### src/rtl/sync_corr_pkg.sv
package sync_corr_pkg;
    typedef enum logic [1:0] {
        ST_IDLE   = 2'd0,
        ST_SEARCH = 2'd1,
        ST_LOCKED = 2'd2
    } corr_state_t;
endpackage

### src/rtl/sc_shift_window.sv
// Serial-to-parallel window; cand is the window as it will be after the current bit.
module sc_shift_window #(
    parameter int W = 32
) (
    input  logic         clk,
    input  logic         rst_n,
    input  logic         shift_en,
    input  logic         bit_in,
    output logic [W-1:0] cand
);
    logic [W-1:0] win_q;

    assign cand = {win_q[W-2:0], bit_in};

    always_ff @(posedge clk or negedge rst_n) begin
        if (!rst_n) begin
            win_q <= '0;
        end else if (shift_en) begin
            win_q <= cand;
        end
    end
endmodule

### src/rtl/sc_mismatch_count.sv
// Counts differing bits between the newest (size_sel+1) bytes of cand and
// the top (size_sel+1) bytes of the pattern.
module sc_mismatch_count #(
    parameter int LANES = 4,
    localparam int W    = 8 * LANES,
    localparam int SELW = (LANES > 1) ? $clog2(LANES) : 1,
    localparam int CW   = $clog2(W + 1)
) (
    input  logic [W-1:0]    cand,
    input  logic [W-1:0]    pattern,
    input  logic [SELW-1:0] size_sel,
    output logic [CW-1:0]   mism
);
    logic [LANES*4-1:0] lane_cnts;

    for (genvar b = 0; b < LANES; b++) begin : g_lane
        logic [7:0] diff;
        always_comb begin
            int ref_idx;
            ref_idx = 0;
            diff    = '0;
            if (b <= int'(size_sel)) begin
                ref_idx = (LANES - 1) - int'(size_sel) + b;
                diff    = cand[b*8 +: 8] ^ pattern[ref_idx*8 +: 8];
            end
        end
        assign lane_cnts[b*4 +: 4] = 4'($countones(diff));
    end

    always_comb begin
        mism = '0;
        for (int i = 0; i < LANES; i++) begin
            mism = mism + CW'(lane_cnts[i*4 +: 4]);
        end
    end
endmodule

### src/rtl/sc_byte_track.sv
// Payload bit position tracker used after a lock.
module sc_byte_track #(
    parameter int BYTE_BITS = 8,
    localparam int IW = $clog2(BYTE_BITS)
) (
    input  logic          clk,
    input  logic          rst_n,
    input  logic          active,
    input  logic          bit_valid,
    output logic [IW-1:0] bit_index,
    output logic          byte_strobe
);
    always_ff @(posedge clk or negedge rst_n) begin
        if (!rst_n) begin
            bit_index   <= '0;
            byte_strobe <= 1'b0;
        end else if (!active) begin
            bit_index   <= '0;
            byte_strobe <= 1'b0;
        end else if (bit_valid) begin
            bit_index   <= (bit_index == IW'(BYTE_BITS - 1)) ? '0 : bit_index + 1'b1;
            byte_strobe <= (bit_index == IW'(BYTE_BITS - 1));
        end else begin
            byte_strobe <= 1'b0;
        end
    end

    assert_strobe_wrap_R7: assert property (@(posedge clk) disable iff (!rst_n)
        byte_strobe |-> (bit_index == '0));
    assert_strobe_on_bit_R7: assert property (@(posedge clk) disable iff (!rst_n)
        byte_strobe |-> $past(bit_valid));
endmodule

### src/rtl/sync_correlator.sv
module sync_correlator
    import sync_corr_pkg::*;
#(
    parameter int SYNC_BYTES = 4,
    parameter int TOL_W      = 2,
    localparam int W    = 8 * SYNC_BYTES,
    localparam int SELW = (SYNC_BYTES > 1) ? $clog2(SYNC_BYTES) : 1,
    localparam int CW   = $clog2(W + 1)
) (
    input  logic             clk,
    input  logic             rst_n,
    input  logic             enable,
    input  logic             bit_in,
    input  logic             bit_valid,
    input  logic [W-1:0]     sync_value,
    input  logic [SELW-1:0]  size_sel,
    input  logic [TOL_W-1:0] err_tol,
    input  logic             pkt_done,
    output logic             sync_found,
    output logic             locked,
    output logic             byte_strobe,
    output logic [2:0]       bit_index
);
    corr_state_t  state_q, state_d;
    logic [W-1:0] cand;
    logic [CW-1:0] mism;
    logic [CW-1:0] fill_q;
    logic [CW-1:0] need_bits;
    logic          enough_bits;
    logic          hit;
    logic          payload_active;

    sc_shift_window #(.W(W)) u_window (
        .clk      (clk),
        .rst_n    (rst_n),
        .shift_en (bit_valid),
        .bit_in   (bit_in),
        .cand     (cand)
    );

    sc_mismatch_count #(.LANES(SYNC_BYTES)) u_mismatch (
        .cand     (cand),
        .pattern  (sync_value),
        .size_sel (size_sel),
        .mism     (mism)
    );

    assign need_bits   = CW'((int'(size_sel) + 1) * 8);
    assign enough_bits = (fill_q + CW'(1)) >= need_bits;
    assign hit = (state_q == ST_SEARCH) && enable && bit_valid && enough_bits
               && (mism <= CW'(err_tol));

    // state register
    always_ff @(posedge clk or negedge rst_n) begin
        if (!rst_n) state_q <= ST_IDLE;
        else        state_q <= state_d;
    end

    // next-state logic
    always_comb begin
        state_d = state_q;
        unique case (state_q)
            ST_IDLE:   if (enable) state_d = ST_SEARCH;              // go_search
            ST_SEARCH: if (!enable) state_d = ST_IDLE;               // go_idle
                       else if (hit) state_d = ST_LOCKED;            // go_lock
            ST_LOCKED: if (!enable) state_d = ST_IDLE;               // go_idle
                       else if (pkt_done) state_d = ST_SEARCH;       // go_rearm
            default:   state_d = ST_IDLE;
        endcase
    end

    // output and search bookkeeping
    always_ff @(posedge clk or negedge rst_n) begin
        if (!rst_n) begin
            sync_found <= 1'b0;
            fill_q     <= '0;
        end else begin
            sync_found <= hit;
            if (state_q != ST_SEARCH || !enable) begin
                fill_q <= '0;
            end else if (bit_valid && fill_q != CW'(W)) begin
                fill_q <= fill_q + CW'(1);
            end
        end
    end

    assign locked         = (state_q == ST_LOCKED);
    assign payload_active = locked && enable && !pkt_done;

    sc_byte_track #(.BYTE_BITS(8)) u_track (
        .clk         (clk),
        .rst_n       (rst_n),
        .active      (payload_active),
        .bit_valid   (bit_valid),
        .bit_index   (bit_index),
        .byte_strobe (byte_strobe)
    );

    assert_found_pulse_R4: assert property (@(posedge clk) disable iff (!rst_n)
        sync_found |=> !sync_found);
    assert_found_locks_R4: assert property (@(posedge clk) disable iff (!rst_n)
        sync_found |-> locked);
    assert_found_on_bit_R9: assert property (@(posedge clk) disable iff (!rst_n)
        sync_found |-> $past(bit_valid));
    assert_quiet_when_locked_R6: assert property (@(posedge clk) disable iff (!rst_n)
        (locked && $past(locked)) |-> !sync_found);
    assert_disable_drops_R8: assert property (@(posedge clk) disable iff (!rst_n)
        !enable |=> !locked);
    assert_mism_range_R3: assert property (@(posedge clk) disable iff (!rst_n)
        mism <= need_bits);
endmodule

### config.mk
export PLATFORM = sky130hd
export DESIGN_NAME = sync_correlator
export DESIGN_NICKNAME = d
export VERILOG_FILES = /design/src/rtl/sync_corr_pkg.sv /design/src/rtl/sc_shift_window.sv /design/src/rtl/sc_mismatch_count.sv /design/src/rtl/sc_byte_track.sv /design/src/rtl/sync_correlator.sv
export SDC_FILE = /design/constraint.sdc
export NUM_CORES = 1
export LEC_CHECK = 0
export ABC_CLOCK_PERIOD_IN_PS = 8100
export CORE_MARGIN = 4
export CORE_UTILIZATION = 55
export CTS_BUF_LIST = sky130_fd_sc_hd__clkbuf_4
export DETAILED_ROUTE_END_ITERATION = 8
export MAX_ROUTING_LAYER = met4
export PLACE_DENSITY_LB_ADDON = 0.1
export SLEW_MARGIN = 20
export SYNTH_ARGS = -nofsm -noshare
export SYNTH_HDL_FRONTEND = slang
export SYNTH_SLANG_ARGS = --single-unit
export TNS_END_PERCENT = 50
### constraint.sdc
create_clock -name clk -period 8.1 [get_ports clk]
set_input_delay 0.81 -clock clk [delete_from_list [all_inputs] [get_ports clk]]
set_output_delay 0.81 -clock clk [all_outputs]
set_load 0.02 [all_outputs]
Word level (Yosys, flattened, before mapping)
Cells that the tools add are included.
{"block": "classes", "reduce_logical": 13, "n_lt_le_gt_ge": 5, "n_shift": 4, "mux": 16, "add_sub_neg": 38, "eq_ne": 9, "n_bitwise": 4}
{"operator": "variable part select 32 x 32 -> 8 bit", "count": 3}
{"operator": "adder 4 bit", "count": 12}
{"operator": "adder 1 x 1 -> 2 bit", "count": 16}
{"operator": "variable part select 32 x 6 -> 8 bit", "count": 1}
{"operator": "XOR 8 bit", "count": 4}
{"operator": "two-way mux 8 bit", "count": 3}
{"operator": "adder 6 x 4 -> 6 bit", "count": 2}
{"operator": "two-way mux 6 bit", "count": 2}
{"operator": "two-way mux 2 bit", "count": 5}
{"operator": "two-way mux 3 bit", "count": 3}
{"operator": "adder 3 x 3 -> 4 bit, second input constant", "count": 2}
{"operator": "logical AND 1 bit", "count": 7}
{"operator": "adder 6 x 1 -> 6 bit, second input constant", "count": 1}
{"operator": "greater-or-equal comparator 6 bit", "count": 1}
{"operator": "<= comparator 6 x 2 -> 1 bit", "count": 1}
{"operator": "!= test 3 bit, second input constant", "count": 2}
{"operator": "!= test 6 bit, second input constant", "count": 1}
{"operator": "case mux 2 bit (3 select lines)", "count": 1}
{"operator": "adder 4 x 4 -> 5 bit", "count": 1}
{"operator": "adder 3 x 2 -> 4 bit, second input constant", "count": 1}
{"operator": "<= comparator 2 bit, first input constant", "count": 2}
{"operator": "!= test 2 bit, second input constant", "count": 2}
{"operator": "adder 2 x 1 -> 3 bit, second input constant", "count": 1}
{"operator": "adder 3 x 1 -> 3 bit, second input constant", "count": 1}
{"operator": "12 further kinds", "count": 14}
{"block": "word_totals", "ff_bits": 44, "in_bits": 42, "elab_cells": 95, "out_inout_bits": 6}

Logic depth before layout (Yosys ltp)
{"block": "logic_depth", "depth_word": 16, "depth_mapped": 26, "depth_no_buf": 22}

By module
A second synthesis with hierarchy kept.
{"block": "hier_totals", "cells_unflattened": 361, "area_unflattened_um2": 4194.0}
{"mod": "sc_mismatch_count", "area_per_inst_um2": 2134.5, "cells_per_inst": 200, "seq_area_each_um2": 0.0, "instances": 1}
{"mod": "sc_shift_window", "area_per_inst_um2": 1166.1, "cells_per_inst": 66, "seq_area_each_um2": 775.7, "instances": 1}
{"mod": "sync_correlator", "area_per_inst_um2": 704.4, "cells_per_inst": 80, "seq_area_each_um2": 225.2, "instances": 1}
{"mod": "sc_byte_track", "area_per_inst_um2": 188.9, "cells_per_inst": 15, "seq_area_each_um2": 100.1, "instances": 1}

Worst setup path before layout
OpenSTA, ideal clock, no wires.
{"block": "synth_path", "kind": "in2reg", "from": "in size_sel[1]", "to": "reg state_q[0]", "arrival_time_ns": 6.373, "t_required_ns": 7.974, "setup_ns": 0.126, "path_stages": 22, "n_path_buf": 3, "path_slack_ns": 1.602, "cell_sequence": "clkbuf_1 inv_1 ha_1 buf_6 buf_8 mux4_1 xnor2_1 nor2_1 ha_1 inv_1 fa_1 inv_1 fa_1 ha_1 fa_1 ha_1 xnor2_1 fa_1 fa_1 nor4b_1 nand4_1 o311a_1"}
{"block": "synth_via", "elab_chain_cells": 15, "word_cells_on_any_way": 56, "classes_between": "add/sub (36); order compare (5); eq/ne (1); shift (4); mux (3); bitwise (4); reduce/logical (3)"}
{"item": "start, declared", "line": "sync_correlator.sv:16", "text": "input logic [SELW-1:0] size_sel,"}
{"item": "subtractor 2 x 2 -> 3 bit", "line": "sc_mismatch_count.sv:23", "text": "ref_idx = (LANES - 1) - int'(size_sel) + b;"}
{"item": "adder 3 x 2 -> 4 bit", "line": "sc_mismatch_count.sv:23"}
{"item": "variable part select 32 x 32 -> 8 bit", "line": "sc_mismatch_count.sv:24", "text": "diff = cand[b*8 +: 8] ^ pattern[ref_idx*8 +: 8];"}
{"item": "XOR 8 bit", "line": "sc_mismatch_count.sv:24"}
{"item": "two-way mux 8 bit", "line": "sc_mismatch_count.sv:22", "text": "if (b <= int'(size_sel)) begin"}
{"item": "adder 1 x 1 -> 2 bit (not written as such)", "line": "sc_mismatch_count.sv:27", "text": "assign lane_cnts[b*4 +: 4] = 4'($countones(diff));"}
{"item": "adder 4 bit (not written as such) (2 in a row)", "line": "sc_mismatch_count.sv:27"}
{"item": "adder 4 x 4 -> 5 bit", "line": "sc_mismatch_count.sv:33", "text": "mism = mism + CW'(lane_cnts[i*4 +: 4]);"}
{"item": "adder 6 x 4 -> 6 bit (2 in a row)", "line": "sc_mismatch_count.sv:33"}
{"item": "<= comparator 6 x 2 -> 1 bit", "line": "sync_correlator.sv:51", "text": "&& (mism <= CW'(err_tol));"}
{"item": "logical AND 1 bit *", "line": "sync_correlator.sv:51"}
{"item": "!= test 3 bit (no line) *"}
{"item": "AND reduction 3 bit (no line) *"}
{"item": "end signal, assigned", "line": "sync_correlator.sv:56", "text": "else state_q <= state_d;"}
{"item": "end, declared", "line": "sync_correlator.sv:24", "text": "corr_state_t state_q, state_d;"}
Mark *: on every way between the ends. The rest lies on a longest branch, timed or not.
A chain may end at the register's enable or synchronous reset.

Final worst setup path
Same ends and word-level chain as after synthesis.

==> flow_metrics.tcl <==
set metrics [dict create \
    antenna_left 0 \
    crit_type "in -> reg" \
    max_freq_mhz 147.0 \
    rr_startpoint "u_window.win_q[4]" \
    cts_tree "yes" \
    post-route-worst-setup-slack_ps 1299 \
    holdBufCountCts 0 \
    grt_pass1_vias 3046 \
    synth_seq_cells 44 \
    numPortBuffers 47 \
    start_kind "input pin" \
    root_buffer "clkbuf_4" \
    synth_edf_count 0 \
    dp.cells 516 \
    filler_cell_count 607 \
    async_flop_share_pct 100.0 \
    post-cts-setup-buffers 0 \
    grtUsageTotal_pct 21.63 \
    finalClockSkew_ps 17.30 \
    rows 31 \
    syn_avg_cell_area_sq_um 11.19 \
    firstDrtPassIters 4 \
    multiInputGateArea_sq_um 2863 \
    ioPinCount 48 \
    setup_viol_count_final 0 \
    worstPathRequired_ps 8380 \
    clock_path_buffers 2 \
    crit_chain "clkdlybuf4s50_1 -> inv_1 -> ha_1 -> mux4_1 -> xnor2_1 -> nor2_1 -> ha_1 -> inv_1 -> fa_1 -> inv_1 -> fa_1 -> ha_1 -> fa_1 -> ha_1 -> xnor2_1 -> fa_1 -> fa_1 -> a211o_1 -> nand2_1 -> nand4_1 -> o311a_1" \
    slowest_delay_ps 760 \
    cts_buffers 5 \
    period_minus_slack_ps 6801 \
    wire_per_inst_um 17.09 \
    antenna_cells 0 \
    crit_arrival_ps 7080 \
    dieArea_sq_um 9265 \
    seq_area_sq_um 1101 \
    hold_viol 0 \
    viasPerCell 5.529 \
    hold_path.class "in -> async" \
    final_util_pct 65.72 \
    cp_common_cell "fa_1" \
    setup_tns_ps 0 \
    start_util_pct 57.83 \
    rsz0062_at_grt "no" \
    post-route-drc-count 0 \
    end_kind "flop" \
    layout_common_cells "inv_1, ha_1, clkdlybuf4s50_1" \
    slew_violations 0 \
    slew_headroom_pct 53.82 \
    post_cts_resized 0 \
    clk_latency_ps 370 \
    drive_gt1_share_pct 13.18 \
    ys_types 36 \
    numClockSinks 44 \
    r2r_slack_ps 2990 \
    dpl_worst_slack_ps 859.3 \
    outcome "finished clean" \
    cp_max_fo 17 \
    vias 2897 \
    clkSlewWorstSetupHoldPaths_ps 160 \
    synthCells 383 \
    ys_seq_area_share_pct 25.70 \
    max-cap-violations 0 \
    synthesis.nets 493 \
    path_buf_inv 4 \
    die_w_um 96.26 \
    dr.first_iter.drc_count 106 \
    grt_pass1_wl_um 14760 \
    reg2reg_depth 16 \
    worst_slew_pin_slew_ps 692.7 \
    routed_wl_um 8957 \
    post-dp-hpwl_um 7230 \
    grt_overflow_total 0 \
    antenna_found_initial 0 \
    htree_levels 2 \
    core_sq_um 7408 \
    final_cells 524 \
    syn2layout_area_growth_pct 13.64 \
    ys.flop_type "dfrtp_1" \
    reg2reg_to "state_q[0]" \
    final_common_cell "inv_1" \
    fin_nets 534 \
    synth_area_sq_um 4284 \
    yosysWarnings 0 \
    grt_max_degree 45 \
    cp_top_family "adder cells" \
    slowest_stage "ha_1" \
    globalplace.congestion 0.8356 \
    period_share_pct 83.96 \
    dieHeight_um 96.26 \
]
routing by layer:
layer / track usage, % / share of wire (%) / vias up
li1: - / - / 1393
met1: 30.71 / 48 / 1431
met5: - / 0 / -
met2: 33.41 / 47 / 63
met3: 2.658 / 3.4 / 10
met4: 4.858 / 1.2 / 0
sequential cells by signal (all words and copies together) (netlist names):
register and cells:
fill_q 6, u_track.byte_strobe 1, state_q 2, u_track.bit_index 3
u_window.win_q 31, sync_found 1
cell families (layout without fill, tap and decap cells):
| logic type | count (synthesis) | in the layout | synth area share [%] |
|---|---|---|---|
| xor+xnor | 40 | 40 | 8.178 |
| mux | 64 | 64 | 23.98 |
| fa+ha+maj | 68 | 68 | 23.71 |
| flops | 44 | 44 | 25.70 |
| simple gates | 68 | 68 | 6.922 |
| compound gates | 27 | 27 | 4.030 |
| buf+inv | 72 | 114 | 7.476 |
worst max-delay path by stage:
stage	slack, ps	endpoint	depth (start not counted)	start
final	1300	state_q[0]	21	size_sel[1]
after global routing	940	state_q[0]	20	size_sel[1]
after CTS	1300	state_q[0]	21	size_sel[1]
after detailed placement	860	state_q[0]	21	size_sel[1]
after global placement	990	state_q[0]	20	size_sel[1]
after floorplan	1600	state_q[0]	22	size_sel[1]
per-stage QoR:
stage                     instance area, sq um  hold WS, ps
after detailed placement                  4781        506.4
after global routing                      4868        434.9
final                                     4868        426.2
after global placement                    4781        490.0
after CTS                                 4866        539.5
after floorplan                           4284        479.4
synth_stat cells, drive strengths merged (2+ instances only):
| cell type | number | share of area (%) |
|---|---|---|
| inv | 55 | 4.8 |
| mux2 | 30 | 7.9 |
| ha | 46 | 13 |
| nor2 | 28 | 2.5 |
| nand3b | 3 | 0.53 |
| buf | 11 | 2.1 |
| nand3 | 3 | 0.35 |
| a21o | 3 | 0.53 |
| a21oi | 5 | 0.58 |
| xnor2 | 13 | 2.7 |
| xor2 | 27 | 5.5 |
| clkbuf | 5 | 0.44 |
| mux4 | 24 | 14 |
| mux2i | 10 | 2.3 |
| nand2 | 24 | 2.1 |
| fa | 22 | 10 |
| nor2b | 3 | 0.44 |
| nand4 | 3 | 0.44 |
| dfrtp | 44 | 26 |
| o21ai | 12 | 1.4 |
| a211oi | 2 | 0.35 |
cell type report:
cell class              count  area share, %
multi-input cells         267          58.80
repair buffers             50          9.972
clock inverters             3         0.9766
inverters                  56          4.318
well taps                  99          2.544
flip-flops and latches     44          22.62
clock buffers               5         0.7710
Power is left out: the tool's default activity adds up to more than one toggle a clock period on the data nets, which glitch-free logic cannot reach.
